File: src/rtl/xcvr_pkg.sv
package xcvr_pkg;

  typedef enum logic [1:0] {
    MODE_ISOLATE = 2'd0,
    MODE_A2B     = 2'd1,
    MODE_B2A     = 2'd2,
    MODE_DIAG    = 2'd3
  } xfer_mode_e;

endpackage

File: src/rtl/xcvr_mode_dec.sv
module xcvr_mode_dec
  import xcvr_pkg::*;
(
  input  logic       oe_a_n,
  input  logic       oe_b_n,
  output xfer_mode_e mode
);

  always_comb begin
    unique case ({oe_a_n, oe_b_n})
      2'b11:   mode = MODE_ISOLATE;
      2'b10:   mode = MODE_A2B;
      2'b01:   mode = MODE_B2A;
      default: mode = MODE_DIAG;
    endcase
  end

endmodule

File: src/rtl/xcvr_parity_path.sv
module xcvr_parity_path
  import xcvr_pkg::*;
#(
  parameter int DATA_W = 8
) (
  input  xfer_mode_e        mode,
  input  logic [DATA_W-1:0] a_in,
  input  logic [DATA_W-1:0] b_in,
  input  logic              b_par_in,
  output logic [DATA_W-1:0] a_out,
  output logic              a_drive,
  output logic [DATA_W-1:0] b_out,
  output logic              b_par_out,
  output logic              b_drive,
  output logic              chk_err
);

  localparam int CHAIN_W = DATA_W + 1;

  logic [CHAIN_W-1:0] a_chain;
  logic [CHAIN_W-1:0] b_chain;
  logic               a_ones_odd;
  logic               b_word_odd;

  assign a_chain[0] = 1'b0;
  assign b_chain[0] = b_par_in;

  // Ripple XOR over each data bit; the B chain starts from the received parity.
  for (genvar g = 0; g < DATA_W; g++) begin : g_xor
    assign a_chain[g+1] = a_chain[g] ^ a_in[g];
    assign b_chain[g+1] = b_chain[g] ^ b_in[g];
  end

  assign a_ones_odd = a_chain[CHAIN_W-1];
  assign b_word_odd = b_chain[CHAIN_W-1];

  always_comb begin
    a_out     = '0;
    a_drive   = 1'b0;
    b_out     = '0;
    b_par_out = 1'b0;
    b_drive   = 1'b0;
    chk_err   = 1'b0;
    unique case (mode)
      MODE_A2B: begin
        b_out     = a_in;
        b_par_out = ~a_ones_odd;
        b_drive   = 1'b1;
      end
      MODE_DIAG: begin
        b_out     = a_in;
        b_par_out = a_ones_odd;
        b_drive   = 1'b1;
      end
      MODE_B2A: begin
        a_out   = b_in;
        a_drive = 1'b1;
        chk_err = ~b_word_odd;
      end
      default: begin
      end
    endcase
  end

endmodule

File: src/rtl/xcvr_err_latch.sv
module xcvr_err_latch (
  input  logic clk,
  input  logic rst,
  input  logic le,
  input  logic clr_n,
  input  logic live_err,
  output logic flag
);

  always_ff @(posedge clk) begin
    if (rst) begin
      flag <= 1'b0;
    end else if (!clr_n) begin
      flag <= 1'b0;
    end else if (le) begin
      flag <= live_err;
    end
  end

  AST_HOLD_WHEN_CLOSED: assert property (@(posedge clk) disable iff (rst)
    (!le && clr_n) |=> $stable(flag));
  AST_CLEAR_WINS: assert property (@(posedge clk) disable iff (rst)
    (!clr_n) |=> !flag);
  AST_FOLLOW_LIVE: assert property (@(posedge clk) disable iff (rst)
    (le && clr_n) |=> (flag == $past(live_err)));
  AST_RESET_EMPTIES: assert property (@(posedge clk)
    rst |=> !flag);

endmodule

File: src/rtl/par_xcvr.sv
module par_xcvr
  import xcvr_pkg::*;
#(
  parameter int DATA_W = 8
) (
  input  logic              clk,
  input  logic              rst,
  input  logic              oe_a_n,
  input  logic              oe_b_n,
  input  logic [DATA_W-1:0] a_in,
  output logic [DATA_W-1:0] a_out,
  output logic              a_drive,
  input  logic [DATA_W-1:0] b_in,
  input  logic              b_par_in,
  output logic [DATA_W-1:0] b_out,
  output logic              b_par_out,
  output logic              b_drive,
  input  logic              flag_le,
  input  logic              flag_clr_n,
  output logic              err_n,
  output logic              err_drive
);

  xfer_mode_e mode;
  logic       chk_err;
  logic       flag;

  xcvr_mode_dec u_mode_dec (
    .oe_a_n (oe_a_n),
    .oe_b_n (oe_b_n),
    .mode   (mode)
  );

  xcvr_parity_path #(.DATA_W(DATA_W)) u_path (
    .mode      (mode),
    .a_in      (a_in),
    .b_in      (b_in),
    .b_par_in  (b_par_in),
    .a_out     (a_out),
    .a_drive   (a_drive),
    .b_out     (b_out),
    .b_par_out (b_par_out),
    .b_drive   (b_drive),
    .chk_err   (chk_err)
  );

  xcvr_err_latch u_latch (
    .clk      (clk),
    .rst      (rst),
    .le       (flag_le),
    .clr_n    (flag_clr_n),
    .live_err (chk_err),
    .flag     (flag)
  );

  assign err_n     = ~flag;
  assign err_drive = flag;

  AST_ONE_DRIVER: assert property (@(posedge clk) disable iff (rst)
    !(a_drive && b_drive));
  AST_A2B_ODD: assert property (@(posedge clk) disable iff (rst)
    (oe_a_n && !oe_b_n) |-> (^{b_out, b_par_out}));
  AST_DIAG_EVEN: assert property (@(posedge clk) disable iff (rst)
    (!oe_a_n && !oe_b_n) |-> !(^{b_out, b_par_out}));
  AST_NO_ERR_OFF_B2A: assert property (@(posedge clk) disable iff (rst)
    (!(oe_b_n && !oe_a_n) && flag_le) |=> !flag);

endmodule

File: config.mk
export PLATFORM = sky130hd
export DESIGN_NAME = par_xcvr
export DESIGN_NICKNAME = d
export VERILOG_FILES = /design/src/rtl/xcvr_pkg.sv /design/src/rtl/xcvr_mode_dec.sv /design/src/rtl/xcvr_parity_path.sv /design/src/rtl/xcvr_err_latch.sv /design/src/rtl/par_xcvr.sv
export SDC_FILE = /design/constraint.sdc
export NUM_CORES = 1
export LEC_CHECK = 0
export CORE_AREA = 2 2 39 41
export DETAILED_ROUTE_END_ITERATION = 10
export DIE_AREA = 0 0 41 43
export PLACE_DENSITY = 0.89
export SYNTH_ARGS = -nofsm -noshare
export SYNTH_HDL_FRONTEND = slang
export SYNTH_SLANG_ARGS = --single-unit
File: constraint.sdc
create_clock -name clk -period 2.5 [get_ports clk]
set_input_delay 0.5 -clock clk [delete_from_list [all_inputs] [get_ports clk]]
set_output_delay 0.5 -clock clk [all_outputs]
set_load 0.01 [all_outputs]
== Word-level counts from Yosys, hierarchy flattened ==
Cells that the tools add are included.

* Eq/ne operators: 6
* Muxes and demuxes: 7
* Bitwise gates (word level): 19
* Reduce and logical (&&, ||, !) cells: 2

{| class="wikitable"
|+ Operators by type and width
! operator !! count
|-
| two-way mux 8 bit || 2
|-
| XOR 1 bit || 15
|-
| equality test 2 bit, second input constant || 4
|-
| one-hot mux 2 bit (3 select lines) || 1
|-
| equality test 2 x 1 -> 1 bit, second input constant || 2
|-
| NOT 1 bit || 4
|-
| OR reduction 2 bit || 2
|-
| two-way mux 1 bit || 3
|-
| one-hot mux 1 bit (2 select lines) || 1
|}

* Register bits after elaboration: 1
* Input bits: 23
* Output and inout port bits: 21

== Depth between registers and ports, before layout ==
* Depth after elaboration: 10
* Mapped depth: 5
* Depth with buffers taken out: 4

== Cells and area by module ==
From an unflattened synthesis, not the netlist that was laid out.

* Cell total of the unflattened synthesis: 43
* Area total of the unflattened synthesis: 375.4 um^2

{| class="wikitable"
|+ Modules (own cells, without submodules)
! module !! times used !! cells each !! area each (um^2) !! seq. area each (um^2)
|-
| xcvr_parity_path || 1 || 37 || 321.6 || 0.0
|-
| xcvr_err_latch || 1 || 3 || 42.5 || 20.0
|-
| xcvr_mode_dec || 1 || 2 || 7.5 || 0.0
|-
| par_xcvr || 1 || 1 || 3.8 || 0.0
|}

== Worst setup path before layout ==
Ideal clock, no wire load.

* Path type: input to output
* From: input a_in[3]
* To: output b_par_out
* Data arrival time: 1.326 ns
* Path slack: 0.674 ns
* Stages: 4
* Cells stage by stage: xor2_1 xnor3_1 xnor2_1 nor2_1

* Word-level cells in the longest chain between the ends: 7

{| class="wikitable"
|+ RTL lines
! what !! line !! text
|-
| from (decl) || par_xcvr.sv:10 || <nowiki>input logic [DATA_W-1:0] a_in,</nowiki>
|-
| XOR 1 bit (*) (5 in a row) || xcvr_parity_path.sv:30 || <nowiki>assign a_chain[g+1] = a_chain[g] ^ a_in[g];</nowiki>
|-
| NOT 1 bit || xcvr_parity_path.sv:47 || <nowiki>b_par_out = ~a_ones_odd;</nowiki>
|-
| one-hot mux 1 bit (2 select lines) (*) || xcvr_parity_path.sv:44 || <nowiki>unique case (mode)</nowiki>
|-
| to (decl) || par_xcvr.sv:16 || <nowiki>output logic b_par_out,</nowiki>
|}

Mark *: on every way between the ends. The rest lies on a longest branch, timed or not.

== Final worst setup path ==
* From: input a_in[5]
* To: output b_par_out

* Word-level cells in the longest chain between the ends: 5

{| class="wikitable"
|+ RTL lines
! what !! line
|-
| XOR 1 bit (*) (3 in a row) || xcvr_parity_path.sv:30
|-
| NOT 1 bit || xcvr_parity_path.sv:47
|-
| one-hot mux 1 bit (2 select lines) (*) || xcvr_parity_path.sv:44
|}

Marks and branches as above.

==> metrics.log <==
[metrics] first-pass GRT wire length: roughly 1600 um
[metrics] die height: about 43 um
[metrics] max reg flops: 1
[metrics] Pwr Density: ~200 mW/mm2
[metrics] kind of end point of the critical path: output pin
[metrics] sum of negative setup slack: 0 ps
[metrics] total via count after detailed routing: between 400 and 500
[metrics] nets@finish: between 100 and 150
[metrics] flip-flop and latch count after synthesis: 1
[metrics] minimum period implied by the final worst setup slack: ~2400 ps
[metrics] type of the tightest min-delay check: reg -> reg
[metrics] via count of the first global-routing pass: 456
[metrics] fraction of post-synthesis cell area in the top cell type by area: 20.8%
[metrics] number of fill cells in the layout: ~120
[metrics] final weighted congestion of routability-driven global placement: approximately 0.63
[metrics] data arrival at the endpoint of the critical path: 1890 ps
[metrics] registers with the most flip-flops: u_latch.flag x1
[metrics] worst relative slew slack: 85.0%
[metrics] layout cells sized above 1: 7.06%
[metrics] pin count of the biggest net entering global routing: 11
[metrics] highest clock frequency the design can meet: ~420 MHz
[metrics] Setup crit start: a_in[5]
[metrics] via density per instance: between 4 and 5
[metrics] largest area contributor in the netlist: sky130_fd_sc_hd__xnor2_1
[metrics] portion of the clock cycle consumed by the worst path in the final layout: between 90 and 100%
[metrics] Max Transition Viols Final: 0
[metrics] I/O pin count: between 40 and 50
[metrics] cells after synthesis: 42
[metrics] core region area: 0.00138 mm2
[metrics] total track usage: 12.2%
[metrics] critical path class: in -> out
[metrics] beginning of the worst hold path: u_latch.flag
[metrics] Slew @ Worst Pin: 223 ps
[metrics] unrepaired setup endpoints after global routing: false
[metrics] setup violation total in the final timing report: 0
[metrics] distinct cell type count after synthesis: 15
[metrics] largest fanout of any net on the critical path: 2
[metrics] static leakage power: between 0.0004 and 0.0005 uW
[metrics] Cell Area, Synth: between 300 and 400 um2
[metrics] biggest area contributors in the synthesized netlist: sky130_fd_sc_hd__xnor2_1 21%, sky130_fd_sc_hd__nor2b_1 19%, sky130_fd_sc_hd__xnor3_1 13%, sky130_fd_sc_hd__and2_1 13%, sky130_fd_sc_hd__dfxtp_1 5.9%
[metrics] metal2 WL: roughly 470 um
[metrics] Top Metal Used: met3
[metrics] Worst-Skew Late Latency: 0 ps
[metrics] Initial Util: approximately 24%
[metrics] IR drop worst, VDD: around 100 uV
[metrics] antenna violations before repair: 0
[metrics] maximum clock skew at final layout: 0 ps
[metrics] die width: 41 um
[metrics] met1 wire length: slightly below 300 um
[metrics] overall routed net length: ~1000 um
[metrics] DRT antenna net count: 0
[metrics] FP Rows: 14
[metrics] Post-Synthesis Mean Instance Area: approximately 8.0 um2
[metrics] required time of the critical path: 2000 ps
[metrics] worst hold slack: ~520 ps
[metrics] clock slew at reported path FFs: 0 ps
[metrics] gr ovfl total: 0
[metrics] number of warnings issued by yosys: 0
[metrics] Initial DRT Pass Iterations: 1
[metrics] DRC marker count from the first detailed-route iteration: 0
[metrics] count of endpoints failing hold in the final timing report: 0
[metrics] CP Launch Type: primary input
[metrics] Mapped Nets: 65
[metrics] worst flop-to-flop path startpoint: u_latch.flag
[metrics] cell area after layout: a little over 800 um2
[metrics] register with the most flip-flops: u_latch.flag
[metrics] average detailed-routed wire length per instance: approximately 10 um
[metrics] Layout Area Growth over Synthesis: 141%
[metrics] Diodes inserted: 0
[metrics] die outline area: between 0.0015 and 0.002 mm2
[metrics] outcome: finished, final reports clean
[metrics] half-perimeter wire length after detailed placement: about 940 um
[metrics] area of placed instances: around 790 um2
[metrics] count of buffers from port buffering: between 40 and 50
[metrics] number of max-cap violations: 0
[metrics] drt drc: 0
[metrics] total length of routed met3 wires: approximately 280 um
[metrics] portion of the post-synthesis area used by sequential elements: 5.95%
[cells in the mapped netlist (all sizes together)]
library cell	count
and3	2
and2	8
xor2	2
xnor3	2
clkbuf	2
xnor2	9
inv	3
nor3b	1
nor2b	10
dfxtp	1
nor2	1
a311o	1
[stage by stage]
| step | utilization, % | setup WS (ps) | instances | total power [uW] |
|---|---|---|---|---|
| finish | 58.5 | 110 | 101 | 162 |
| global route | 58.5 | 4.31 | 101 | 176 |
| CTS | 57.1 | 32.1 | 101 | 166 |
| detailed placement | 57.4 | -314 | 101 | 169 |
| global placement | 57.4 | -294 | 101 | 167 |
| floorplan | - | 674 | 42 | 86.1 |
[kinds of logic (layout without fill, tap and decap cells)]
logic type / after synthesis / count (layout) / synth area share [%]
xor gates and xnor gates: 13 / 13 / 44.2
DFF: 1 / 1 / 5.95
AOI/OAI and AO/OA: 1 / 1 / 2.97
buffers and inverters: 5 / 48 / 5.58
and+or+nand+nor: 22 / 22 / 41.3
[cell type report]
type                            count  area [um2]  area share [%]
Timing Repair Buffer               45         460            56.9
Multi-Input combinational cell     36         298            36.8
Tap cell                           16        20.0            2.47
Inverter                            3        11.3            1.39
Sequential cell                     1        20.0            2.47
[report_power, final]
part / total, uW / switching [uW] / internal (uW)
registers: 17.1 / 0.325 / 16.7
clock network: 0 / 0 / 0
logic: 145 / 49.0 / 96.2
[layer usage]
layer | vias to the layer above | track usage (%)
li1 | 218 | -
met1 | 195 | 10.6
met2 | 44 | 24.7
met3 | 0 | 5.24
met4 | 0 | 0
met5 | - | 0
[worst max-delay path, stage by stage]
cell	delay (ps)
sky130_fd_sc_hd__clkdlybuf4s50_1	430
sky130_fd_sc_hd__xnor2_1	200
sky130_fd_sc_hd__xnor3_1	430
sky130_fd_sc_hd__xnor2_1	130
sky130_fd_sc_hd__nor2_1	70
sky130_fd_sc_hd__buf_2	130
[path summary, 6_finish.rpt]
kind	endpoint	slack, ps	cells after the start
setup / recovery	b_par_out	110	6
hold / removal	u_latch.flag	520	1
setup reg to reg	u_latch.flag	1820	1
hold reg to reg	u_latch.flag	520	1
[repair_timing]
item	CTS	global route
endpoints found under the setup margin	1	8
resized for setup	4	8
buffers inserted	0	0
pin swaps	3	0
hold buffers	0	0
[cell usage in the layout, fill, tap and decap left out]
cell type	netlist	layout
sky130_fd_sc_hd__xnor2_1	8	8
sky130_fd_sc_hd__clkdlybuf4s50_1	0	34
sky130_fd_sc_hd__and2_2	1	1
sky130_fd_sc_hd__dfxtp_1	1	1
sky130_fd_sc_hd__xnor2_2	1	1
sky130_fd_sc_hd__and2_1	7	7
sky130_fd_sc_hd__buf_4	0	2
sky130_fd_sc_hd__xnor3_1	2	2
sky130_fd_sc_hd__and3_1	1	1
sky130_fd_sc_hd__nor3b_1	1	1
sky130_fd_sc_hd__dlymetal6s2s_1	0	8
sky130_fd_sc_hd__and3_2	1	1
sky130_fd_sc_hd__buf_2	0	1
sky130_fd_sc_hd__xor2_1	2	2
sky130_fd_sc_hd__inv_1	3	3
sky130_fd_sc_hd__nor2_1	1	1
sky130_fd_sc_hd__nor2b_1	10	10
sky130_fd_sc_hd__a311o_1	1	1
(Power assumes the default switching activity.)
